## src/rtl/boot_sup_pkg.sv

```systemverilog
package boot_sup_pkg;
  typedef enum logic [2:0] {
    S_IDLE,
    S_WRITE,
    S_POLL,
    S_DONE,
    S_FAIL
  } sup_state_t;

  localparam logic [15:0] DISK_CMD_READ3 = 16'o44000;
  localparam logic [15:0] HDR_BUF        = 16'o2000;
  localparam logic [15:0] LBL_BUF        = 16'o402;
  localparam logic [15:0] DATA_BUF       = 16'o1;
  localparam logic [15:0] DADDR_RESTORE  = 16'o1;
  localparam logic [15:0] BOOT_START     = 16'd1;
  localparam int          N_STEPS        = 15;
  localparam int          STEP_W         = 4;
endpackage

```

## src/rtl/boot_step_rom.sv

```systemverilog
module boot_step_rom
  import boot_sup_pkg::*;
#(
  parameter logic [15:0] MBOX_BASE = 16'o520,
  parameter logic [15:0] CB_BASE   = 16'o1000
) (
  input  logic [STEP_W-1:0] step,
  output logic [15:0]       addr,
  output logic [15:0]       data
);
  always_comb begin
    addr = MBOX_BASE;
    data = 16'd0;
    case (step)
      4'd0, 4'd1, 4'd2, 4'd3: begin
        addr = MBOX_BASE + {12'd0, step};
        data = 16'd0;
      end
      4'd4:  begin addr = CB_BASE;         data = 16'd0;          end
      4'd5:  begin addr = CB_BASE + 16'd1; data = 16'd0;          end
      4'd6:  begin addr = CB_BASE + 16'd2; data = DISK_CMD_READ3; end
      4'd7:  begin addr = CB_BASE + 16'd3; data = HDR_BUF;        end
      4'd8:  begin addr = CB_BASE + 16'd4; data = LBL_BUF;        end
      4'd9:  begin addr = CB_BASE + 16'd5; data = DATA_BUF;       end
      4'd10: begin addr = CB_BASE + 16'd9; data = DADDR_RESTORE;  end
      4'd11: begin addr = MBOX_BASE;         data = 16'd0;   end
      4'd12: begin addr = MBOX_BASE + 16'd1; data = CB_BASE; end
      4'd13: begin addr = MBOX_BASE + 16'd2; data = 16'd0;   end
      4'd14: begin addr = MBOX_BASE + 16'd3; data = 16'd1;   end
      default: begin addr = MBOX_BASE; data = 16'd0; end
    endcase
  end
endmodule

```

## src/rtl/boot_tally.sv

```systemverilog
module boot_tally #(
  parameter int W = 4
) (
  input  logic         clk,
  input  logic         rst,
  input  logic         clr,
  input  logic         inc,
  output logic [W-1:0] cnt
);
  always_ff @(posedge clk) begin
    if (rst || clr) cnt <= '0;
    else if (inc)   cnt <= cnt + 1'b1;
  end
endmodule

```

## src/rtl/disk_stat_decode.sv

```systemverilog
module disk_stat_decode (
  input  logic [15:0] word,
  output logic        stored,
  output logic        good
);
  assign stored = (word[11:8] == 4'hF);
  assign good   = (word[7:0] == 8'h00);
endmodule

```

## src/rtl/boot_read_sup.sv

```systemverilog
module boot_read_sup
  import boot_sup_pkg::*;
#(
  parameter logic [15:0] MBOX_BASE     = 16'o520,
  parameter logic [15:0] CB_BASE       = 16'o1000,
  parameter int          POLL_LIMIT    = 16384,
  parameter int          TO_RETRIES    = 16,
  parameter int          BOOT_TRIES    = 8,
  parameter logic [15:0] ERR_NO_STATUS = 16'h00D1,
  parameter logic [15:0] ERR_BAD_BOOT  = 16'h00B2
) (
  input  logic        clk,
  input  logic        rst,
  input  logic        start,
  output logic        mem_req,
  output logic        mem_we,
  output logic [15:0] mem_addr,
  output logic [15:0] mem_wdata,
  input  logic [15:0] mem_rdata,
  input  logic        mem_ready,
  output logic        done,
  output logic        failed,
  output logic [15:0] err_code,
  output logic [15:0] start_addr
);
  localparam int POLL_W = $clog2(POLL_LIMIT + 1);
  localparam int WAIT_W = $clog2(TO_RETRIES + 2);
  localparam int TRY_W  = $clog2(BOOT_TRIES + 1);
  localparam logic [STEP_W-1:0] LAST_STEP = STEP_W'(N_STEPS - 1);

  sup_state_t        state;
  logic [STEP_W-1:0] step;
  logic [15:0]       rom_addr, rom_data;
  logic              st_stored, st_good;
  logic [POLL_W-1:0] poll_cnt;
  logic [WAIT_W-1:0] wait_cnt;
  logic [TRY_W-1:0]  try_cnt;
  logic poll_clr, poll_inc, wait_clr, wait_inc, try_clr, try_inc;
  logic xfer, poll_last, wait_last, try_last;

  boot_step_rom #(.MBOX_BASE(MBOX_BASE), .CB_BASE(CB_BASE)) u_rom (
    .step(step), .addr(rom_addr), .data(rom_data)
  );

  disk_stat_decode u_dec (
    .word(mem_rdata), .stored(st_stored), .good(st_good)
  );

  boot_tally #(.W(POLL_W)) u_poll (
    .clk(clk), .rst(rst), .clr(poll_clr), .inc(poll_inc), .cnt(poll_cnt)
  );
  boot_tally #(.W(WAIT_W)) u_wait (
    .clk(clk), .rst(rst), .clr(wait_clr), .inc(wait_inc), .cnt(wait_cnt)
  );
  boot_tally #(.W(TRY_W)) u_try (
    .clk(clk), .rst(rst), .clr(try_clr), .inc(try_inc), .cnt(try_cnt)
  );

  assign xfer      = mem_req && mem_ready;
  assign poll_last = (poll_cnt == POLL_W'(POLL_LIMIT - 1));
  assign wait_last = (wait_cnt == WAIT_W'(TO_RETRIES));
  assign try_last  = (try_cnt  == TRY_W'(BOOT_TRIES - 1));

  assign mem_req   = (state == S_WRITE) || (state == S_POLL);
  assign mem_we    = (state == S_WRITE);
  assign mem_addr  = (state == S_WRITE) ? rom_addr : (CB_BASE + 16'd1);
  assign mem_wdata = (state == S_WRITE) ? rom_data : 16'd0;

  always_comb begin
    poll_clr = 1'b0; poll_inc = 1'b0;
    wait_clr = 1'b0; wait_inc = 1'b0;
    try_clr  = 1'b0; try_inc  = 1'b0;
    case (state)
      S_IDLE: if (start) begin
        poll_clr = 1'b1; wait_clr = 1'b1; try_clr = 1'b1;
      end
      S_POLL: if (xfer) begin
        if (st_stored) begin
          if (!st_good && !try_last) begin
            try_inc = 1'b1; poll_clr = 1'b1; wait_clr = 1'b1;
          end
        end else if (poll_last) begin
          if (!wait_last) begin
            wait_inc = 1'b1; poll_clr = 1'b1;
          end
        end else begin
          poll_inc = 1'b1;
        end
      end
      default: ;
    endcase
  end

  always_ff @(posedge clk) begin
    if (rst) begin
      state      <= S_IDLE;
      step       <= '0;
      done       <= 1'b0;
      failed     <= 1'b0;
      err_code   <= 16'd0;
      start_addr <= 16'd0;
    end else begin
      case (state)
        S_IDLE: if (start) begin
          state <= S_WRITE;
          step  <= '0;
        end
        S_WRITE: if (xfer) begin
          if (step == LAST_STEP) state <= S_POLL;
          else                   step  <= step + 1'b1;
        end
        S_POLL: if (xfer) begin
          if (st_stored) begin
            if (st_good) begin
              state      <= S_DONE;
              done       <= 1'b1;
              start_addr <= BOOT_START;
            end else if (try_last) begin
              state    <= S_FAIL;
              failed   <= 1'b1;
              err_code <= ERR_BAD_BOOT;
            end else begin
              state <= S_WRITE;
              step  <= '0;
            end
          end else if (poll_last && wait_last) begin
            state    <= S_FAIL;
            failed   <= 1'b1;
            err_code <= ERR_NO_STATUS;
          end
        end
        default: ;
      endcase
    end
  end
endmodule

```

## config.mk

```make
export PLATFORM = sky130hd
export DESIGN_NAME = boot_read_sup
export DESIGN_NICKNAME = d
export VERILOG_FILES = /design/src/rtl/boot_sup_pkg.sv /design/src/rtl/boot_step_rom.sv /design/src/rtl/boot_tally.sv /design/src/rtl/disk_stat_decode.sv /design/src/rtl/boot_read_sup.sv
export SDC_FILE = /design/constraint.sdc
export NUM_CORES = 1
export LEC_CHECK = 0
export BUFFER_PORTS_ARGS = -buffer_cell sky130_fd_sc_hd__buf_2
export CORE_UTILIZATION = 51
export DETAILED_ROUTE_END_ITERATION = 8
export PLACE_DENSITY = 0.81
export SLEW_MARGIN = 10
export SYNTH_ARGS = -nofsm -noshare
export SYNTH_HDL_FRONTEND = slang
export SYNTH_HIERARCHICAL = 1
export SYNTH_SLANG_ARGS = --single-unit
```

## constraint.sdc

```tcl
create_clock -name clk -period 3.7 [get_ports clk]
set_clock_uncertainty 0.2 [all_clocks]
set_input_delay 0.37 -clock clk [delete_from_list [all_inputs] [get_ports clk]]
set_output_delay 0.37 -clock clk [all_outputs]
set_load 0.1 [all_outputs]
```

==> impl_metrics.env <==
export IMPL_ys_types=57
export IMPL_timing_fmax_mhz=342
export IMPL_worstSetupStartpointType="register"
export IMPL_arrival_ns=2.88
export IMPL_slew_violations=0
export IMPL_hold_violations=0
export IMPL_cts_tree="yes"
export IMPL_tns_ns=0
export IMPL_numCtsBuffers=5
export IMPL_synth_ff_type="dfxtp_1"
export IMPL_numClockSinks=35
export IMPL_dieHeight_um=73.1
export IMPL_initialDrtViolationCount=94
export IMPL_syn_to_final_growth_pct=3.49
export IMPL_crit_type="register to register"
export IMPL_vias_per_cell=5.03
export IMPL_grt_total_usage_pct=17.4
export IMPL_end_kind="register"
export IMPL_yosys_warnings=6
export IMPL_synth_area_sq_mm=0.00258
export IMPL_wl_per_cell_um=10.9
export IMPL_diodes=0
export IMPL_clk_pin_slew_ns=0.07
export IMPL_firstDrtPassIters=4
export IMPL_nets=370
export IMPL_status="complete, no violations"
export IMPL_fin_hold_ws_ns=0.285
export IMPL_required_ns=3.66
export IMPL_muxShareOfSynthArea_pct=2.47
export IMPL_ant_nets=0
export IMPL_cts_resized=0
export IMPL_start_util_pct=53.9
export IMPL_ctsHoldBuffers=0
export IMPL_maxCapViolations=0
export IMPL_async_reset_ff_share_pct=0
export IMPL_synthSimpleGateAreaFrac_pct=33.1
export IMPL_post_cts_buffers=0
export IMPL_dp_hpwl_mm=3.37
export IMPL_crit_fanout=7
export IMPL_final_core_util_pct=55.8
export IMPL_max_slew_margin_pct=36.4
export IMPL_fin_cells=413
export IMPL_netlist_top_cells_count="51 x buf_4, 35 x dfxtp_1, 31 x and2_1"
export IMPL_port_buffers=41
export IMPL_finalSetupViolations=0
export IMPL_ys_ff_latch=35
export IMPL_drive_gt1_share_pct=19.4
export IMPL_grt_pass1_wl_mm=7.27
export IMPL_std_cell_rows=25
export IMPL_holdCritPathClass="register to register"
export IMPL_leakagePower_nw=1.13
export IMPL_synth_top_area_share_pct=27.2
export IMPL_synth_xor_area_share_pct=5.43
export IMPL_yosysSeqAreaShare_pct=27.2
export IMPL_grt_max_degree=37
export IMPL_core_area_sq_mm=0.00479
export IMPL_clock_root_buffer="clkbuf_8"
export IMPL_num_io_pins=88
export IMPL_netlist_instances=319
export IMPL_dieArea_sq_mm=0.00535
export IMPL_yosys_area_top_type="dfxtp_1"
export IMPL_first_global_vias=1739
export IMPL_period_needed_ns=2.92
export IMPL_yosysMostFrequentCell="buf_4"
export IMPL_worstMarginPinSlew_ns=0.961
export IMPL_cts_buffer_depth=2
export IMPL_fin_crit_sh_pct=78.9
export IMPL_synth_adder_area_share_pct=2.42
export IMPL_synth_edf_count=0
export IMPL_rsz0062_at_grt="no"
export IMPL_synth_area_leaders="dfxtp_1 27%, buf_4 15%, and2_1 7.5%, nor2_1 4.2%, nand4_1 3.4%"
export IMPL_synth_avg_cell_area_sq_um=8.09
export IMPL_worstSkewPairLatency_ns=0.28
export IMPL_via_count=2077
export IMPL_drt_wl_total_mm=4.50
export IMPL_synth_compound_area_share_pct=10.4
export IMPL_cts_max_level=2
export IMPL_dp_cells=405
export IMPL_vdd_ir_drop_max_mv=0.245
export IMPL_die_w_um=73.1
export IMPL_power_density_mw_per_mm2=583
export IMPL_grt_overflow=0
export IMPL_synth_top_family_by_area="simple AND/OR/NAND/NOR gates"
export IMPL_antenna_found_initial=0
export IMPL_route_detailed_drc=0
export IMPL_gp_congestion=0.841
==> through the flow <==
stage	setup slack, ns	cell area [sq um]	total power (W)
global route	0.484	2670	0.00163
finish	0.779	2670	0.00156
floorplan	0.295	2730	0.00123
global placement	0.850	2570	0.00125
CTS	0.765	2670	0.00157
detailed placement	0.797	2570	0.00126
==> worst paths after layout <==
path | from | end | slack [ns] | depth (start not counted)
setup reg to reg | state[1] | u_poll/cnt[12] | 0.78 | 8
hold reg to reg | err_code[6] | err_code[6] | 0.28 | 2
hold / removal | err_code[6] | err_code[6] | 0.28 | 2
setup / recovery | state[1] | u_poll/cnt[12] | 0.78 | 8
==> layout by cell type (no fill, tap or decap), types with 3 or more instances in the layout <==
cell      Yosys  routed
a21oi_1       7       7
a31oi_1       5       5
and2_1       31      31
buf_2         2      41
clkbuf_8      0       7
conb_1        2      42
dfxtp_1      35      35
ha_1          5       5
inv_1         6       6
inv_2         3       3
mux2_1        3       3
mux2i_1       3       3
nand2_1      15      15
nand2b_1      4       4
nand3_1       9       9
nand4_1      14      14
nor2_1       29      29
nor3_1       12      12
nor3b_1       4       4
nor4_1        4       4
o21ai_0       4       4
or2_2         3       3
or4_1         3       3
xnor2_1       8       8
xor2_1        8       8
==> worst max-delay path, stage by stage, from the launching register on <==
cell and delay, ns:
dfxtp_1 0.44, or3b_1 0.48, nor2_1 0.23, nand2_1 0.08, nor2_1 0.34, nand4_1 0.38
nor4_1 0.44, xnor2_1 0.17, nor2_1 0.06
==> per-layer routing <==
layer / wire [um] / GRT usage (%) / vias up
met3: 232 / 3.45 / 5
li1: - / - / 1063
met5: 0 / 0 / -
met1: 2140 / 20.8 / 936
met4: 44 / 9.59 / 0
met2: 2080 / 29.3 / 73
==> report_power, final <==
part,internal (W),switching (W)
Clock,0.000170,0.000130
Sequential,0.000391,0.0000273
Combinational,0.000126,0.000712
Total,0.000686,0.000870
==> area by class of cell <==
type / instances / area, sq um
sequential: 35 / 701
clock buffer: 8 / 100
tap: 67 / 83.8
fill: 461 / 2120
inverter: 9 / 33.8
timing repair buffer: 41 / 205
multi-input combinational: 253 / 1550
==> kinds of logic after synthesis <==
family	count (synthesis)
compound gates	36
xor+xnor	16
fa+ha+maj	5
buf+inv	71
flops	35
mux	6
other cells	2
simple gates	148
==> sequential cells by signal, indices dropped and copies added (netlist names) <==
signal,cells
err_code,3
start_addr,1
state,3
step,4
u_poll/cnt,15
u_try/cnt,4
u_wait/cnt,5
Note: power is estimated with default switching activity, not from simulation.
